`src/rtl/cs_accum_bank.sv`:
```
module cs_accum_bank #(
  parameter int DW = 10,
  parameter int NMAX = 64,
  parameter int MMAX = 8,
  parameter logic [MMAX-1:0] A_TAPS = 8'hB8,
  parameter logic [MMAX-1:0] A_SEED = 8'hA5,
  parameter logic [15:0] B_TAPS = 16'hB400,
  parameter logic [15:0] B_SEED = 16'hACE1,
  localparam int ACCW = DW + $clog2(NMAX) - 1,
  localparam int NW = $clog2(NMAX + 1),
  localparam int MW = $clog2(MMAX + 1),
  localparam int RW = $clog2(MMAX)
) (
  input  logic                   clk,
  input  logic                   rst_n,
  input  logic                   reseed,
  input  logic [NW-1:0]          cfg_n,
  input  logic [MW-1:0]          cfg_m,
  input  logic                   in_valid,
  output logic                   in_ready,
  input  logic signed [DW-1:0]   in_data,
  input  logic                   in_act,
  output logic                   out_valid,
  input  logic                   out_ready,
  output logic signed [ACCW-1:0] out_data,
  output logic [RW-1:0]          out_row,
  output logic [NW-1:0]          out_cf
);

  localparam logic signed [ACCW-1:0] SMAX = {1'b0, {(ACCW-1){1'b1}}};
  localparam logic signed [ACCW-1:0] SMIN = {1'b1, {(ACCW-1){1'b0}}};

  logic [MMAX-1:0] a_q, col;
  logic [15:0]     b_q;
  logic            draining, act_q;
  logic [NW-1:0]   cnt, n_q, cf_q, n_in, eff_n;
  logic [MW-1:0]   m_q, m_in, eff_m;
  logic [RW-1:0]   idx;
  logic signed [ACCW-1:0] acc [MMAX];

  function automatic logic signed [ACCW-1:0] sat_add(input logic signed [ACCW-1:0] a,
                                                     input logic signed [DW-1:0] x);
    logic signed [ACCW:0] s;
    s = {a[ACCW-1], a} + {{(ACCW+1-DW){x[DW-1]}}, x};
    if (s[ACCW] != s[ACCW-1]) return s[ACCW] ? SMIN : SMAX;
    return s[ACCW-1:0];
  endfunction

  assign n_in = (cfg_n == '0 || int'(cfg_n) > NMAX) ? NW'(NMAX) : cfg_n;
  assign m_in = (cfg_m == '0 || int'(cfg_m) > MMAX) ? MW'(MMAX) : cfg_m;

  wire first   = (cnt == '0);
  assign eff_n = first ? n_in : n_q;
  assign eff_m = first ? m_in : m_q;

  wire accept  = in_valid && !draining;
  wire last_in = accept && (NW'(cnt + 1'b1) == eff_n);
  wire any_act = in_act || (act_q && !first);

  assign in_ready  = !draining;
  assign out_valid = draining;
  assign out_row   = idx;
  assign out_data  = acc[idx];
  assign out_cf    = cf_q;

  genvar r;
  generate
    for (r = 0; r < MMAX; r++) begin : g_row
      logic signed [ACCW-1:0] q;
      wire signed [ACCW-1:0] base = first ? '0 : q;
      assign col[r] = a_q[r] ^ b_q[(2*r+1) % 16];
      always_ff @(posedge clk or negedge rst_n)
        if (!rst_n) q <= '0;
        else if (accept && MW'(r) < eff_m) q <= col[r] ? sat_add(base, in_data) : base;
      assign acc[r] = q;
    end
  endgenerate

  always_ff @(posedge clk or negedge rst_n) begin
    if (!rst_n) begin
      a_q <= A_SEED;
      b_q <= B_SEED;
    end else if (reseed) begin
      a_q <= A_SEED;
      b_q <= B_SEED;
    end else if (accept) begin
      a_q <= {a_q[MMAX-2:0], ^(a_q & A_TAPS)};
      b_q <= {b_q[14:0], ^(b_q & B_TAPS)};
    end
  end

  always_ff @(posedge clk or negedge rst_n) begin
    if (!rst_n) begin
      draining <= 1'b0;
      act_q    <= 1'b0;
      cnt      <= '0;
      n_q      <= NW'(NMAX);
      m_q      <= MW'(MMAX);
      cf_q     <= '0;
      idx      <= '0;
    end else begin
      if (accept) begin
        if (first) begin
          n_q  <= n_in;
          m_q  <= m_in;
          cf_q <= n_in / NW'(m_in);
        end
        act_q <= any_act;
        if (last_in) begin
          cnt <= '0;
          idx <= '0;
          draining <= any_act;
        end else begin
          cnt <= cnt + 1'b1;
        end
      end
      if (draining && out_ready) begin
        if (MW'(idx) == m_q - MW'(1)) draining <= 1'b0;
        else idx <= idx + 1'b1;
      end
    end
  end

endmodule

```
`config.mk`:
```
export PLATFORM = sky130hd
export DESIGN_NAME = cs_accum_bank
export DESIGN_NICKNAME = d
export VERILOG_FILES = /design/src/rtl/cs_accum_bank.sv
export SDC_FILE = /design/constraint.sdc
export NUM_CORES = 1
export LEC_CHECK = 0
export CORE_AREA = 2 2 217 219
export CTS_CLUSTER_SIZE = 20
export DETAILED_ROUTE_END_ITERATION = 8
export DIE_AREA = 0 0 219 221
export PLACE_DENSITY = 0.49
export SKIP_CTS_REPAIR_TIMING = 1
export SLEW_MARGIN = 20
export SYNTH_ARGS = -nofsm -noshare
export SYNTH_HDL_FRONTEND = slang
export SYNTH_SLANG_ARGS = --single-unit
```
`constraint.sdc`:
```
create_clock -name clk -period 5.4 [get_ports clk]
set_input_delay 1.62 -clock clk [delete_from_list [all_inputs] [get_ports clk]]
set_output_delay 1.62 -clock clk [all_outputs]
set_load 0.01 [all_outputs]
```
==> flow_summary.yaml <==
status:
  status: "finished, violations left"
  violations: "negative setup slack"
cts:
  clkTransAtPathRegs_ns: 0.07
  clkLatencyLatePin_ns: 0.46
  cts.sink_count: 174
  h-tree-depth: 4
  clockBufferDepth: 2
  clockRootBuffer: "clkbuf_16"
  cts_buffers: 17
  cts_tree: "done"
floorplanning:
  die_w_um: 219
  dieArea_um2: 48400
  core_area_um2: 46100
  rows: 79
  io-pin-count: 54
  start_util: 0.348
  die_y_um: 221
yosys:
  synth_area_leader_cell: "dfrtp_1"
  synth.net_count: 2081
  yosys_most_used_dff: "dfrtp_1"
  synth.avg_cell_area_um2: 8.44
  synth_edf_count: 0
  async_flop_share: 1.00
  synth-warning-count: 0
  ys_ff_latch: 174
  ys_top_cells_by_area: "dfrtp_1 (25%), ha_1 (12%), nand2_1 (5.8%)"
  netlist_area_um2: 16000
  synth_top_area_share: 0.250
  post-synth-top-count-cell: "nand2_1"
  synthTopCellsByCount: "nand2_1 (249), dfrtp_1 (160), o21ai_0 (160), ha_1 (148), a21oi_1 (146)"
  ys_types: 82
  seq_area_frac_synth: 0.273
  postSynthCellCount: 1898
routing:
  drc_errors: 0
  num_vias: 14800
  postRouteAntennaNets: 0
  finalWirelength_um: 52800
  drt-initial-drc-count: 1042
  dr.pass1.iters: 5
  via_per_inst: 5.49
  wl_per_cell_um: 19.6
setup_path:
  worst-path-max-fanout: 6
  cp_slowest_cell: "or3_4"
  r2r_start: "cnt[0]$_DFFE_PN0P_"
  crit_path_end_kind: "register"
  max_stage_delay_ns: 0.39
  crit_type: "input port to register"
  cp-startpoint: "cfg_n[2]"
  crit_path_start_kind: "input port"
  rrSetupSlack_ns: 0.69
  cpMostUsedCell: "o21a_1"
  critical_path_arrival_ns: 9.86
  worstPathRequired_ns: 5.75
place:
  portBuffers: 53
  dp_slack_ns: -5.29
  dp_hpwl_um: 40200
  dp.cells: 2643
  place_congestion: 0.863
pwr:
  total_power_uw: 12900
  sw_frac_of_total: 0.476
  power_leakage_uw: 0.00836
  power_density_nw_per_um2: 674
  pwr-share-seq: 0.194
  p_comb_frac: 0.708
  switchingPower_uw: 6130
  power_frac_clock: 0.098
  ir_worst_vdd_v: 0.000370
  internal_power_uw: 6760
sta:
  fin_crit_ns: 9.51
  setup_slack_ns: -4.11
  hold_viol: 0
  slew_headroom: 0.373
  finClkSkew_ns: 0.00975
  rsz0062_at_grt: "yes"
  tightest_slew_ns: 0.941
  slew_violations: 0
  setup_viol: 4
  fin_crit_sh: 1.76
  fmax_mhz: 105
finish:
  utilization: 0.415
  fill_cells: 4661
  post_layout_nonfiller_instances: 2689
  drive_above_1_share: 0.165
  nets: 2252
  num_antenna_cells: 0
  syn_to_final_growth_pct: 19.4
job:
  cap_violations: 0
global_route:
  grt_pass1_wl_um: 82900
  grt_usage: 0.220
  antenna_found_initial: 0
  grt_pass1_vias: 14300
  overflow: 0
  grt_max_degree: 90
min_path:
  hp-start: "n_q[6]$_DFFE_PN1P_"
  min_path_type: "register to register"
==> final timing paths <==
| check | end | cells past startpoint |
|---|---|---|
| max | out_cf[0]$_DFFE_PN0P_ | 47 |
| min | n_q[6]$_DFFE_PN1P_ | 2 |
| max reg2reg | g_row[3].q[4]$_DFFE_PN0P_ | 19 |
| min reg2reg | n_q[6]$_DFFE_PN1P_ | 2 |
| max in group asynchronous | g_row[3].q[11]$_DFFE_PN0P_ | 2 |
| min in group asynchronous | g_row[5].q[7]$_DFFE_PN0P_ | 1 |
==> state kept, by name, indices dropped and copies added, names as in the netlist <==
name	cells
m_q	4
out_valid	1
act_q	1
out_cf	7
a_q	8
n_q	7
cnt	7
g_row.q	120
out_row	3
b_q	16
==> area by class of cell <==
class                   instances  area (um2)  area share
flip-flops and latches        174        4370       0.229
inverters                      62         233      0.0122
multi-input cells            1597       11400       0.596
repair buffers                217        1790      0.0936
clock inverters                14         134     0.00700
well taps                     607         759      0.0397
clock buffers                  18         439      0.0230
==> metal layers <==
metal / routed length, um / GRT usage / up-vias / part of all wire
met5: 0 / 0 / - / 0
met4: 652 / 0.0371 / 0 / 0.012
met2: 24200 / 0.351 / 294 / 0.46
met3: 2110 / 0.0289 / 40 / 0.040
met1: 25800 / 0.319 / 7235 / 0.49
li1: - / - / 7192 / -
==> through the flow <==
step	hold WS (ns)	setup TNS [ns]	instance area [um2]
after CTS	0.487	-11.61	18900
after floorplan	0.448	-10.03	16100
final	0.485	-8.86	19100
after global routing	0.501	-10.48	19100
after detailed placement	0.477	-13.63	18300
after global placement	0.463	-13.01	18300
==> cells by family after synthesis <==
kind of cell             count (synthesis)  synth area share
flip-flops                             174             0.273
AO/OA/AOI/OAI                          570             0.227
buffers and inverters                  127            0.0309
XOR/XNOR                               119            0.0650
AND/OR/NAND/NOR                        686             0.212
multiplexers                            59            0.0620
adder cells (fa/ha/maj)                163             0.130
==> worst max-delay path: cells and delay by family <==
family,cells,cell delay (ns)
AOI/OAI and AO/OA,22,3.65
adders and majority gates,7,1.90
and+or+nand+nor,9,1.39
buffers and inverters,8,1.04
muxes,1,0.23
==> power groups by stage <==
| stage | sequential [uW] | combinational (uW) | clock, uW |
|---|---|---|---|
| after floorplan | 2140 | 6460 | 0 |
| after global placement | 2510 | 8880 | 0 |
| after detailed placement | 2510 | 8950 | 0 |
| after CTS | 2490 | 9010 | 1300 |
| after global routing | 2560 | 10100 | 1350 |
| final | 2500 | 9130 | 1270 |
==> layout by cell type (no fill, tap or decap), types with 9 or more instances in the layout <==
cell type | synthesis | routed
nand2_1 | 249 | 243
buf_4 | 1 | 160
dfrtp_1 | 160 | 159
o21ai_0 | 160 | 152
a21oi_1 | 146 | 144
ha_1 | 148 | 144
and2_1 | 122 | 122
nor2_1 | 114 | 113
xnor2_1 | 82 | 82
inv_1 | 62 | 60
clkdlybuf4s50_1 | 0 | 42
o21a_1 | 38 | 37
o211ai_1 | 37 | 37
xor2_1 | 37 | 37
nand2b_1 | 34 | 34
nor3_1 | 35 | 33
mux4_2 | 30 | 30
nor2b_1 | 28 | 27
nand3_1 | 21 | 21
mux2_2 | 22 | 21
a21o_1 | 20 | 20
a211oi_1 | 17 | 17
clkbuf_16 | 0 | 17
a31oi_1 | 17 | 16
nand3b_1 | 16 | 16
a22o_1 | 16 | 16
or2_2 | 15 | 15
dfstp_2 | 14 | 14
o31ai_1 | 13 | 13
a211o_1 | 10 | 10
o21ai_1 | 9 | 10
a221o_1 | 9 | 9
Note: power is estimated with default switching activity, not from simulation.
